[src/rtl/pc_fetch_unit.sv]
module pc_fetch_unit #(
  parameter int          AW         = 32,
  parameter int          IMM_W      = 16,
  parameter logic [29:0] RESET_WORD = 30'd0
) (
  input  logic             clk,
  input  logic             rst,
  input  logic             br_taken,
  input  logic [IMM_W-1:0] imm16,
  output logic [AW-1:0]    iaddr,
  output logic [AW-1:0]    seq_addr
);
  localparam int WW = AW - 2;

  logic [WW-1:0] word_q;
  logic [WW-1:0] word_inc;
  logic [WW-1:0] offset;
  logic [WW-1:0] word_d;

  assign word_inc = word_q + 1'b1;
  assign offset   = {{(WW-IMM_W){imm16[IMM_W-1]}}, imm16};
  assign word_d   = br_taken ? word_inc + offset : word_inc;

  always_ff @(posedge clk) begin
    if (rst) word_q <= RESET_WORD[WW-1:0];
    else     word_q <= word_d;
  end

  assign iaddr    = {word_q, 2'b00};
  assign seq_addr = {word_inc, 2'b00};

  logic seen_edge;
  always_ff @(posedge clk) seen_edge <= 1'b1;

  AST_RESET_LOAD: assert property (@(posedge clk) rst |=> iaddr == {RESET_WORD[WW-1:0], 2'b00});
  AST_SEQ_STEP: assert property (@(posedge clk) disable iff (rst || !seen_edge)
    !br_taken |=> iaddr[AW-1:2] == $past(iaddr[AW-1:2]) + 1'b1);
  AST_BRANCH_STEP: assert property (@(posedge clk) disable iff (rst || !seen_edge)
    br_taken |=> iaddr[AW-1:2] == $past(seq_addr[AW-1:2]) + $past({{(WW-IMM_W){imm16[IMM_W-1]}}, imm16}));
  AST_LOW_BITS_ZERO: assert property (@(posedge clk) disable iff (!seen_edge)
    iaddr[1:0] == 2'b00 && seq_addr[1:0] == 2'b00);
  AST_SEQ_ADDR: assert property (@(posedge clk) disable iff (!seen_edge)
    seq_addr[AW-1:2] == iaddr[AW-1:2] + 1'b1);
endmodule

[config.mk]
export PLATFORM = sky130hd
export DESIGN_NAME = pc_fetch_unit
export DESIGN_NICKNAME = d
export VERILOG_FILES = /design/src/rtl/pc_fetch_unit.sv
export SDC_FILE = /design/constraint.sdc
export NUM_CORES = 1
export LEC_CHECK = 0
export BUFFER_PORTS_ARGS = -buffer_cell sky130_fd_sc_hd__buf_2
export CAP_MARGIN = 40
export CORE_ASPECT_RATIO = 0.6
export CORE_MARGIN = 3
export CORE_UTILIZATION = 59
export DETAILED_ROUTE_END_ITERATION = 16
export PLACE_DENSITY = 0.94
export SYNTH_ARGS = -nofsm -noshare
export SYNTH_HDL_FRONTEND = slang
export SYNTH_SLANG_ARGS = --single-unit
export TNS_END_PERCENT = 1
[constraint.sdc]
create_clock -name clk -period 8.6 [get_ports clk]
set_clock_uncertainty 0.2 [all_clocks]
set_input_delay 1.29 -clock clk [delete_from_list [all_inputs] [get_ports clk]]
set_output_delay 1.29 -clock clk [all_outputs]
set_load 0.005 [all_outputs]
# Word level (Yosys, flattened, before mapping)
# Index checks and enable logic that the tools add are counted.
totals:
  inputBits: 19
  out_inout_bits: 64
  register_bits: 30
  word_cells: 4
op_classes:
  n_addsub: 2
  muxes: 1
op_table:
  columns: ["op", "count"]
  rows:
  - ["$add 30x1->30 const B", 1]
  - ["$add 30x30->30", 1]
  - ["$mux 30", 1]

# Depth between registers and ports, before layout
# Gate-level depths: netlist (run 1).
depth:
  depth_word: 3
  mapped_depth: 15
  depth_no_buf: 14

# Least setup slack after synthesis (run 1)
# OpenSTA, ideal clock, no wires.
synth_path:
  path_kind: "input to register"
  from: "input imm16[0]"
  to: "register word_q[24]"
  t_arrival_ns: 3.330
  cell_stages: 9
  path_slack_ns: 4.984
  t_required_ns: 8.314
  setup_time_ns: 0.086
  path_buffers: 0
  path_cell_list: "ha_1 fa_1 a211oi_2 o21bai_2 a41oi_1 o21ai_2 a21oi_1 o311ai_0 a211oi_1"
synth_between:
  elab_chain_len: 2
synth_rtl:
  columns: ["item", "line_no", "text"]
  rows:
  - ["start, declared", "9", "input logic [IMM_W-1:0] imm16,"]
  - ["$add 30x30->30", "22", "assign word_d = br_taken ? word_inc + offset : word_inc;"]
  - ["$mux 30", "22", null]
  - ["end signal, assigned", "25", "if (rst) word_q <= RESET_WORD[WW-1:0];"]
  - ["end signal, assigned", "26", "else word_q <= word_d;"]
  - ["end, declared", "15", "logic [WW-1:0] word_q;"]
# Every way passes these cells.
# A chain may end at the register's enable or synchronous reset.

# Final worst setup path (run 1)
layout_path:
  from: "register word_q[2]"
  to: "register word_q[28]"
layout_between:
  elab_chain_len: 3
layout_rtl:
  columns: ["item", "line_no", "text"]
  rows:
  - ["$add 30x1->30 (*)", "20", "assign word_inc = word_q + 1'b1;"]
  - ["$add 30x30->30", "22", null]
  - ["$mux 30 (*)", "22", null]
# Mark *: on every way between the ends. The rest lies on a longest branch, timed or not.

==> results by group, run 1 <==
Status
  • Outcome: complete, no violations

Clock network
  • # H-tree levels: 2
  • Setup Fix Bufs, Post-CTS: 0
  • Num CTS Buffers: 5
  • Clock latency on the worst-skew pair: 0.29 ns
  • Root buf cell: clkbuf_8
  • Gates resized, CTS repair: 0
  • Clock slew at reported path FFs: 0.08 ns
  • Hold Buf Count CTS: 0
  • Clk buf depth: 2
  • TritonCTS clock tree: done
  • CTS sink cnt: 30

Global routing
  • Grt peak-use layer: met1
  • Grt total ovfl: 0
  • Total track usage: 0.345
  • First-pass GRT wire length: 17.5 mm
  • GR met2 Demand/Resource: 0.473
  • GR Util met1: 0.530
  • Vias in the first global route: 3337
  • Initial antenna violation count: 0
  • Largest net degree at the start of global routing: 33
  • GR met3 Demand/Resource: 0.0929

Die
  • Die area: 6470 um2
  • Core Region: 5200 um2
  • FP Rows: 20
  • Initial Util: 0.625
  • # IOs: 83
  • Die Y: 63.5 um
  • Die width: 102 um

Critical path
  • Largest delay contributor family on the critical path: compound AO/OA/AOI/OAI gates
  • Startpoint types: register
  • Crit path buf inv count: 0
  • Critical Path Start: word_q[2]
  • Reg2Reg Capture Point: word_q[28]
  • Crit-path max cell delay: 0.73 ns
  • WS Path Type: reg2reg
  • Crit path required time: 8.58 ns
  • Setup crit end: word_q[28]
  • CP Capture Type: register
  • Reg2reg start: word_q[2]
  • Critical path's slowest cell: nor3_1
  • Reg2Reg Setup Slack: 4.18 ns
  • CP dominant cell by count: a21oi_1
  • Critical path depth in cells: 13
  • Cells along the critical path: nand4_2, nor3_1, and2_1, nand3_1, xnor2_1, ha_1, a21oi_1, o21bai_1, a21oi_1, o21ai_0, a221oi_1, a2111oi_0, a211o_1
  • Worst Path Max Fanout: 7
  • WP data arrival: 4.41 ns
  • Worst-case reg-to-reg path depth: 13

Worst hold path
  • Worst Hold Depth: 3
  • Hold Crit Class: reg2reg

Synthesis
  • FF+latch count, synth: 30
  • Synth cell types: 55
  • Yosys top cell by area: dfxtp_1
  • Post-Syn Area: 3260 um2
  • Compound-cell area share of the yosys netlist: 0.262
  • EDFF count, synth: 0
  • Post-synthesis mux area share: 0.00615
  • Seq/Total Area, Yosys: 0.184
  • Avg Cell Area, Syn: 7.64 um2
  • Adder-Cell Fraction of Synth Area: 0.145
  • Post-Synth XOR/XNOR Area: 0.132
  • Mapped Cells: 426
  • Top cell type's share of synthesized area: 0.184
  • Async SR Flop Fraction: 0
  • Synth Flop Type: dfxtp_1
  • Most numerous cell in the Yosys netlist: nand2_1
  • Largest family of logic cells by synthesized area: compound AO/OA/AOI/OAI gates
  • Top post-synthesis cells by count: nand2_1 (46), a21oi_1 (37), ha_1 (36), nor2_1 (36), xnor2_1 (33)
  • Post-Synth Simple-Gate Area: 0.233
  • Synth area leaders: dfxtp_1 (18%), ha_1 (14%), xnor2_1 (8.9%), a21oi_1 (5.7%), nand2_1 (5.3%)
  • Synth Warn #: 0

Layout
  • N_diodes: 0
  • Fraction of layout cells with a size suffix above 1: 0.194
  • Final #Nets: 556
  • Largest Register: word_q
  • Top flop regs: word_q (30)
  • Largest register FFs: 30
  • P&R area growth vs syn: 17.3%
  • Finished Layout Cells: 567
  • Post-Route Utilization: 0.734

Timing
  • Fin crit share: 0.514
  • Unrepaired setup endpoints after global routing: false
  • Max-slew violations: 0
  • Post-Route Setup TNS: 0 ns
  • Actual slew at the worst max-slew pin: 0.844 ns
  • Hold Fails Final Rpt: 0
  • Slew HR: 0.433
  • Final Setup Violations: 0
  • Peak Freq: 226 MHz
  • Final min period: 4.42 ns

Place
  • Cell total after placement: 559
  • HPWL Detailed: 8.53 mm
  • RePlAce Congestion: 0.967
  • Port bufs: 78

Detailed routing
  • Remaining DRCs: 0
  • Wire per inst: 19.3 um
  • Vias: 3710
  • Antenna viol nets, final: 0
  • Pre-antenna DRT Iters: 5
  • Vias per cell: 6.54
  • DR iter-0 viols: 393
  • Total Wirelength: 10.9 mm

Pwr
  • Peak supply drop: 0.106 mV
  • Overall Power: 791 uW
  • Leak: 1.85 nW
  • Power per cell area: 207 nW/um2

Run
  • Max cap viols: 0
[worst register-to-register path, delay by kind of cell, from the launching register on]
| family | cells | cell delay (ns) |
|---|---|---|
| compound gates | 7 | 1.63 |
| fa+ha+maj | 1 | 0.34 |
| flops | 1 | 0.47 |
| xor+xnor | 1 | 0.34 |
| simple gates | 4 | 1.34 |
[layer usage]
metal	share of wire	wire [um]
met5	0	0
met4	0.011	122
met3	0.13	1470
met2	0.39	4230
met1	0.47	5120
[power breakdown]
group | internal [mW] | leakage (nW) | switching, mW | total [mW]
combinational | 0.166 | 1.53 | 0.243 | 0.409
sequential | 0.163 | 0.249 | 0.0324 | 0.195
clock | 0.124 | 0.0714 | 0.0642 | 0.188
total | 0.452 | 1.85 | 0.339 | 0.791
[how the worst min path moves through the flow]
stage | to | slack (ns) | startpoint
final | word_q[22] | 0.45 | word_q[22]
after global routing | word_q[22] | 0.54 | word_q[22]
after CTS | word_q[22] | 0.46 | word_q[22]
after detailed placement | word_q[22] | 0.45 | word_q[22]
after global placement | word_q[0] | 0.39 | word_q[0]
after floorplan | word_q[0] | 0.39 | word_q[0]
[layout by cell type (no fill, tap or decap), types with 13 or more instances in the layout]
cell,count
nand4_1,14
inv_1,13
buf_2,78
dfxtp_1,30
nand2_1,46
xor2_1,16
nand3_1,16
nor2_1,36
xnor2_1,33
o21ai_0,20
a21oi_1,37
ha_1,36
[through the flow]
| stage | hold WS (ns) | area [um2] | setup WS (ns) |
|---|---|---|---|
| after detailed placement | 0.447 | 3680 | 4.44 |
| after CTS | 0.461 | 3820 | 4.38 |
| final | 0.449 | 3820 | 4.18 |
| after global placement | 0.388 | 3670 | 4.50 |
| after floorplan | 0.387 | 3270 | 4.98 |
| after global routing | 0.539 | 3820 | 3.92 |
[cell type report]
| class | instances | area (um2) |
|---|---|---|
| Fill cell | 426 | 1390 |
| Multi-Input combinational cell | 371 | 2550 |
| Timing Repair Buffer | 79 | 398 |
| Sequential cell | 30 | 601 |
| Tap cell | 66 | 82.6 |
| Inverter | 13 | 48.8 |
| Clock inverter | 2 | 60.1 |
| Clock buffer | 6 | 82.6 |
[logic make-up after synthesis]
logic type / count (synthesis)
compound gates: 125
xor+xnor: 49
fa+ha+maj: 37
buf+inv: 28
flops: 30
mux: 2
other cells: 1
simple gates: 154
Power figures use the tool's default switching activity.
==> inputs of run 2 (changes only) <==
ABC_AREA = 1   (was unset)
CORE_UTILIZATION = 52   (was 59)
PLACE_DENSITY = 0.85   (was 0.94)
clock period = 3.82 ns   (was 8.6 ns; I/O delays follow)
==> run 2 against run 1 <==
Clock power rose by 140%. Synthesized cell count rose by 78%. Hold slack worse by 0.14 ns. Final cell count grew 66%. Largest cell class unchanged.
==> results by group, run 2 <==
Clock network
  • # H-tree levels: 2 (unchanged)
  • Num CTS Buffers: 5 (unchanged)
  • Setup Fix Bufs, Post-CTS: 0 (unchanged)
  • TritonCTS clock tree: done (unchanged)
  • Clk buf depth: 2 (unchanged)
  • CTS sink cnt: 30 (unchanged)
  • Clock latency on the worst-skew pair: 0.28 ns (was 0.29 ns)
  • Clock slew at reported path FFs: 0.05 ns (was 0.08 ns)
  • Gates resized, CTS repair: 0 (unchanged)
  • Hold Buf Count CTS: 0 (unchanged)
  • Root buf cell: clkbuf_16 (was clkbuf_8)

Detailed routing
  • Total Wirelength: 15.3 mm (was 10.9 mm)
  • Remaining DRCs: 0 (unchanged)
  • Antenna viol nets, final: 0 (unchanged)
  • Vias per cell: 5.52 (was 6.54)
  • DR iter-0 viols: 878 (was 393)
  • Wire per inst: 16.3 um (was 19.3 um)
  • Vias: 5203 (was 3710)
  • Pre-antenna DRT Iters: 5 (unchanged)

Layout
  • Largest register FFs: 30 (unchanged)
  • Largest Register: word_q (unchanged)
  • N_diodes: 0 (unchanged)
  • Top flop regs: word_q (30) (unchanged)
  • Commonest non-fill, non-tap cell in the layout: nand2_1 (was buf_2)
  • P&R area growth vs syn: 15.3% (was 17.3%)
  • Final #Nets: 894 (was 556)
  • Fill count: 727 (was 426)
  • Commonest non-fill, non-tap cells in the layout: nand2_1 (250), inv_1 (137), buf_2 (78), nand3_1 (68), nor2_1 (61) (was buf_2 (78), nand2_1 (46), a21oi_1 (37), nor2_1 (36), ha_1 (36))
  • Fraction of layout cells with a size suffix above 1: 0.151 (was 0.194)

Timing
  • Peak Freq: 281 MHz (was 226 MHz)
  • Slew HR: 0.528 (was 0.433)
  • Actual slew at the worst max-slew pin: 0.704 ns (was 0.844 ns)
  • Post-Route Setup TNS: 0 ns (unchanged)
  • Final min period: 3.56 ns (was 4.42 ns)
  • Final Setup Violations: 0 (unchanged)
  • Hold Fails Final Rpt: 0 (unchanged)
  • Unrepaired setup endpoints after global routing: false (unchanged)
  • Fin crit share: 0.931 (was 0.514)
  • Max-slew violations: 0 (unchanged)

Die
  • # IOs: 83 (unchanged)
  • FP Rows: 24 (was 20)
  • Initial Util: 0.562 (was 0.625)
  • Die Y: 76.3 um (was 63.5 um)
  • Core Region: 7630 um2 (was 5200 um2)
  • Die area: 9400 um2 (was 6470 um2)
  • Die width: 123 um (was 102 um)

Place
  • Port bufs: 78 (unchanged)
  • RePlAce Congestion: 0.989 (was 0.967)
  • HPWL Detailed: 12.6 mm (was 8.53 mm)

Pwr
  • Power per cell area: 346 nW/um2 (was 207 nW/um2)
  • Overall Power: 1.71 mW (was 791 uW)
  • Leak: 2.95 nW (was 1.85 nW)
  • Peak supply drop: 0.167 mV (was 0.106 mV)

Synthesis
  • Post-Syn Area: 4280 um2 (was 3260 um2)
  • Top cell type's share of synthesized area: 0.219 (was 0.184)
  • FF+latch count, synth: 30 (unchanged)
  • EDFF count, synth: 0 (unchanged)
  • Most numerous cell in the Yosys netlist: nand2_1 (unchanged)
  • Async SR Flop Fraction: 0 (unchanged)
  • Synth cell types: 41 (was 55)
  • Top post-synthesis cells by count: nand2_1 (250), inv_1 (137), nand3_1 (68) (was nand2_1 (46), a21oi_1 (37), ha_1 (36), nor2_1 (36), xnor2_1 (33))
  • Synth area leaders: nand2_1 (22%), dfxtp_1 (14%), inv_1 (12%), ha_1 (11%), nand3_1 (7.9%) (was dfxtp_1 (18%), ha_1 (14%), xnor2_1 (8.9%), a21oi_1 (5.7%), nand2_1 (5.3%))
  • Yosys top cell by area: nand2_1 (was dfxtp_1)
  • Avg Cell Area, Syn: 5.64 um2 (was 7.64 um2)
  • Seq/Total Area, Yosys: 0.140 (was 0.184)
  • Synth Flop Type: dfxtp_1 (unchanged)
  • Synth Warn #: 0 (unchanged)
  • Mapped Cells: 760 (was 426)

Status
  • Outcome: complete, no violations (unchanged)

Critical path
  • Crit-path max cell delay: 0.48 ns (was 0.73 ns)
  • Largest delay contributor family on the critical path: simple AND/OR/NAND/NOR gates (was compound AO/OA/AOI/OAI gates)
  • Startpoint types: register (unchanged)
  • Worst Path Max Fanout: 5 (was 7)
  • Critical path's slowest cell: xor2_1 (was nor3_1)
  • Cells along the critical path: inv_1, nor2_4, nand2_4, nor2_4, nand2_4, xor2_1, inv_1, ha_1, nand2_1, nor2_1, nand3_1, nand3b_1, nand2_1, nand3_1, nand3_1, nand2_1, inv_1 (was nand4_2, nor3_1, and2_1, nand3_1, xnor2_1, ha_1, a21oi_1, o21bai_1, a21oi_1, o21ai_0, a221oi_1, a2111oi_0, a211o_1)
  • WS Path Type: reg2reg (unchanged)
  • Crit path required time: 3.79 ns (was 8.58 ns)
  • CP Capture Type: register (unchanged)
  • WP data arrival: 3.53 ns (was 4.41 ns)
  • Crit path buf inv count: 3 (was 0)

Worst hold path
  • Hold Crit Class: reg2reg (unchanged)

Global routing
  • Vias in the first global route: 4519 (was 3337)
  • Largest net degree at the start of global routing: 34 (was 33)
  • Grt total ovfl: 0 (unchanged)
  • First-pass GRT wire length: 23.9 mm (was 17.5 mm)
  • Initial antenna violation count: 0 (unchanged)
  • Total track usage: 0.321 (was 0.345)

Run
  • Max cap viols: 0 (unchanged)
run 2: power breakdown:
| group | switching, mW | internal [mW] |
|---|---|---|
| clock | 0.138 | 0.304 |
| sequential | 0.0602 | 0.354 |
| combinational | 0.560 | 0.295 |
run 2: kinds of logic (layout without fill, tap and decap cells):
| kind of cell | count (synthesis) | after routing | synth area share |
|---|---|---|---|
| and+or+nand+nor | 435 | 435 | 0.452 |
| buffers and inverters | 154 | 230 | 0.139 |
| AOI/OAI and AO/OA | 76 | 76 | 0.0999 |
| adders and majority gates | 37 | 37 | 0.110 |
| DFF | 30 | 30 | 0.140 |
| xor gates and xnor gates | 27 | 27 | 0.0587 |
| other | 1 | 4 | 0.000875 |
run 2: final cells by class:
cell class                 count  area, um2  share of cell area
multi-input combinational    579       3110               0.629
sequential                    30        601               0.122
inverter                     142        533               0.108
timing repair buffer          80        405              0.0821
tap                          104        130              0.0263
clock buffer                   5        125              0.0253
clock inverter                 3       40.0             0.00811
run 2: stage by stage:
stage               setup slack [ns]  cell area [um2]  instances   util  hold WS (ns)
floorplan                       1.02             4300        763      -         0.265
global placement               0.555             4770        935  0.625         0.258
detailed placement             0.468             4770        935  0.625         0.294
CTS                            0.382             4930        943  0.647         0.306
global route                  0.0485             4940        943  0.648         0.369
finish                         0.262             4940        943  0.648         0.309
run 2: final timing paths:
check	start	to	slack, ns	depth (start not counted)
max reg2reg	word_q[0]	word_q[28]	0.26	17
min reg2reg	word_q[0]	word_q[0]	0.31	1
max	word_q[0]	word_q[28]	0.26	17
min	word_q[0]	word_q[0]	0.31	1
run 2: layer usage:
layer | GRT usage | vias to the layer above | part of all wire
li1 | - | 2521 | -
met1 | 0.507 | 2338 | 0.47
met2 | 0.435 | 315 | 0.38
met3 | 0.0586 | 29 | 0.13
met4 | 0.0840 | 0 | 0.021
met5 | 0 | - | 0
run 2: worst register-to-register path, delay by kind of cell, from the launching register on:
family	cells	cell delay (ns)
xor gates and xnor gates	1	0.48
adders and majority gates	1	0.34
buffers and inverters	3	0.35
DFF	1	0.38
and+or+nand+nor	12	1.71
==> inputs of run 3 (changes only) <==
ABC_AREA = unset   (was 1)
CORE_UTILIZATION = 49   (was 52)
PLACE_DENSITY = 0.84   (was 0.85)
SLEW_MARGIN = 20   (was unset)
==> run 3 against run 2 <==
Utilization is 0.95 points lower. Combinational power increased by 13%. Sequential share of layout area up 2.9 points. Critical path depth fell by 2. Sequential power is 6.5% higher. First-iteration DRC count fell by 54%. Worst setup slack worse by 0.17 ns. Global-route usage down 4.7 points. Via count shrank 28%. Hold slack gained 0.14 ns.
==> results by group, run 3 (same netlist as run 1, synthesis figures left out) <==
Critical path
  • Reg2Reg Setup Slack: 0.09 ns (was 0.26 ns)
  • Crit path buf inv count: 2 (was 3)
  • Crit path required time: 3.80 ns (was 3.79 ns)
  • CP Capture Type: register (unchanged)
  • Reg2Reg Capture Point: word_q[27] (was word_q[28])
  • Largest delay contributor family on the critical path: simple AND/OR/NAND/NOR gates (unchanged)
  • Critical path's slowest cell: ha_2 (was xor2_1)
  • Startpoint types: register (unchanged)
  • Reg2reg start: word_q[0] (unchanged)
  • Cells along the critical path: ha_1, inv_1, nor3_2, buf_4, and3_1, nand2_1, xnor2_2, ha_2, nand2_1, nor3_1, nand4_1, a21oi_1, nor3_2, xnor2_1, a22o_1 (was inv_1, nor2_4, nand2_4, nor2_4, nand2_4, xor2_1, inv_1, ha_1, nand2_1, nor2_1, nand3_1, nand3b_1, nand2_1, nand3_1, nand3_1, nand2_1, inv_1)
  • Worst-case reg-to-reg path depth: 15 (was 17)
  • WS Path Type: reg2reg (unchanged)
  • WP data arrival: 3.71 ns (was 3.53 ns)
  • Crit-path max cell delay: 0.45 ns (was 0.48 ns)
  • Worst Path Max Fanout: 9 (was 5)

Timing
  • Final min period: 3.73 ns (was 3.56 ns)
  • Max-slew violations: 0 (unchanged)
  • Actual slew at the worst max-slew pin: 0.651 ns (was 0.704 ns)
  • Peak Freq: 268 MHz (was 281 MHz)
  • Slew HR: 0.566 (was 0.528)
  • Hold Fails Final Rpt: 0 (unchanged)
  • Setup WS post-layout: 0.0876 ns (was 0.262 ns)
  • Final Setup Violations: 0 (unchanged)
  • Fin crit share: 0.977 (was 0.931)
  • Unrepaired setup endpoints after global routing: true (was false)

Global routing
  • Total track usage: 0.275 (was 0.321)
  • Largest net degree at the start of global routing: 33 (was 34)
  • Initial antenna violation count: 0 (unchanged)
  • Grt total ovfl: 0 (unchanged)
  • Vias in the first global route: 3368 (was 4519)
  • First-pass GRT wire length: 17.3 mm (was 23.9 mm)

Detailed routing
  • Vias per cell: 6.23 (was 5.52)
  • Pre-antenna DRT Iters: 5 (unchanged)
  • DR iter-0 viols: 407 (was 878)
  • Vias: 3733 (was 5203)
  • Antenna viol nets, final: 0 (unchanged)
  • Remaining DRCs: 0 (unchanged)
  • Wire per inst: 18.5 um (was 16.3 um)
  • Total Wirelength: 11.1 mm (was 15.3 mm)

Layout
  • Top flop regs: word_q (30) (unchanged)
  • P&R area growth vs syn: 23.0% (was 15.3%)
  • Largest register FFs: 30 (unchanged)
  • Commonest non-fill, non-tap cell in the layout: buf_2 (was nand2_1)
  • Commonest non-fill, non-tap cells in the layout: buf_2 (78), nand2_1 (46), nor2_1 (36), ha_1 (33), a21oi_1 (32) (was nand2_1 (250), inv_1 (137), buf_2 (78), nand3_1 (68), nor2_1 (61))
  • Fraction of layout cells with a size suffix above 1: 0.260 (was 0.151)
  • Finished Cell Area: 4010 um2 (was 4940 um2)
  • Post-Route Utilization: 0.638 (was 0.648)
  • Fill count: 545 (was 727)
  • Final #Nets: 570 (was 894)
  • Largest Register: word_q (unchanged)
  • Finished Layout Cells: 599 (was 943)
  • N_diodes: 0 (unchanged)

Clock network
  • Hold Buf Count CTS: 0 (unchanged)
  • Root buf cell: clkbuf_8 (was clkbuf_16)
  • TritonCTS clock tree: done (unchanged)
  • # H-tree levels: 2 (unchanged)
  • Num CTS Buffers: 5 (unchanged)
  • Clock latency on the worst-skew pair: 0.29 ns (was 0.28 ns)
  • CTS sink cnt: 30 (unchanged)
  • Clock slew at reported path FFs: 0.07 ns (was 0.05 ns)
  • Clk buf depth: 2 (unchanged)

Die
  • Initial Util: 0.519 (was 0.562)
  • Core Region: 6280 um2 (was 7630 um2)
  • FP Rows: 22 (was 24)
  • Die width: 111 um (was 123 um)
  • Die Y: 69.1 um (was 76.3 um)
  • Die area: 7690 um2 (was 9400 um2)
  • # IOs: 83 (unchanged)

Worst hold path
  • Hold endpoint: word_q[0] (unchanged)
  • Hold Crit Class: in2reg (was reg2reg)
  • Worst Hold Depth: 4 (was 1)
  • Hold_sp: imm16[0] (was word_q[0])

Pwr
  • Clock share of power: 0.168 (was 0.259)
  • Sw frac: 0.454 (was 0.443)
  • Seq pwr share: 0.260 (was 0.242)
  • Int Power: 924 uW (was 953 uW)
  • Peak supply drop: 0.196 mV (was 0.167 mV)
  • Power per cell area: 423 nW/um2 (was 346 nW/um2)
  • Leak: 1.96 nW (was 2.95 nW)
  • Logic pwr share: 0.572 (was 0.500)
  • P_sw: 769 uW (was 758 uW)

Status
  • Outcome: complete, no violations (unchanged)

Place
  • HPWL Detailed: 8.62 mm (was 12.6 mm)
  • Placed cell areas: 3800 um2 (was 4770 um2)
  • RePlAce Congestion: 1.07 (was 0.989)
  • Dpl ws: 0.0661 ns (was 0.468 ns)
  • Port bufs: 78 (unchanged)
  • Cell total after placement: 590 (was 935)

Run
  • Max cap viols: 0 (unchanged)
==> run 3: layer usage <==
metal | global-route usage | part of all wire | up-vias
li1 | - | - | 1739
met5 | 0 | 0 | -
met2 | 0.377 | 0.38 | 233
met3 | 0.0912 | 0.13 | 18
met4 | 0.0351 | 0.011 | 0
met1 | 0.421 | 0.47 | 1743
==> run 3: layout make-up <==
class                      instances  area, um2  share of cell area
timing repair buffer              93        503               0.126
sequential                        30        603               0.151
clock inverter                     1       5.00             0.00125
inverter                          13       48.8              0.0122
clock buffer                       7       86.3              0.0216
multi-input combinational        371       2650               0.663
tap                               84        105              0.0262
==> run 3: power by group through the flow <==
stage	sequential, mW	clock [mW]	combinational, mW
6_report	0.441	0.284	0.968
5_1_grt	0.448	0.294	1.06
4_1_cts	0.433	0.279	0.914
3_5_place_dp	0.440	0	0.906
3_3_place_gp	0.435	0	0.893
2_1_floorplan	0.434	0	0.605
==> run 3: worst reg2reg max path, delay by kind of cell (launching register included) <==
kind / cells / cell delay, ns
AO/OA/AOI/OAI: 2 / 0.47
XOR/XNOR: 2 / 0.32
AND/OR/NAND/NOR: 7 / 1.25
flip-flops: 1 / 0.44
adder cells (fa/ha/maj): 2 / 0.69
buffers and inverters: 2 / 0.25
==> run 3: per-stage QoR <==
stage / total power, mW / hold WS (ns) / setup TNS, ns
after floorplan: 1.04 / 0.387 / 0
after global placement: 1.33 / 0.386 / 0
after detailed placement: 1.35 / 0.429 / 0
after CTS: 1.63 / 0.450 / 0
after global routing: 1.80 / 0.491 / -0.0299
final: 1.69 / 0.450 / 0
==> run 3: worst max path at each step <==
stage | cells after the start | from | slack (ns) | to
6_report | 15 | word_q[0] | 0.09 | word_q[27]
5_1_grt | 14 | word_q[0] | -0.02 | word_q[28]
3_3_place_gp | 14 | word_q[0] | 0.28 | word_q[27]
2_1_floorplan | 13 | word_q[2] | 0.35 | word_q[28]
4_1_cts | 15 | word_q[0] | 0.02 | word_q[28]
3_5_place_dp | 13 | word_q[11] | 0.07 | word_q[28]
==> run 3: what timing repair did <==
action / in CTS / in global routing
setup buffers: 0 / 1
gates resized for setup: 0 / 26
setup endpoints to repair: 0 / 9
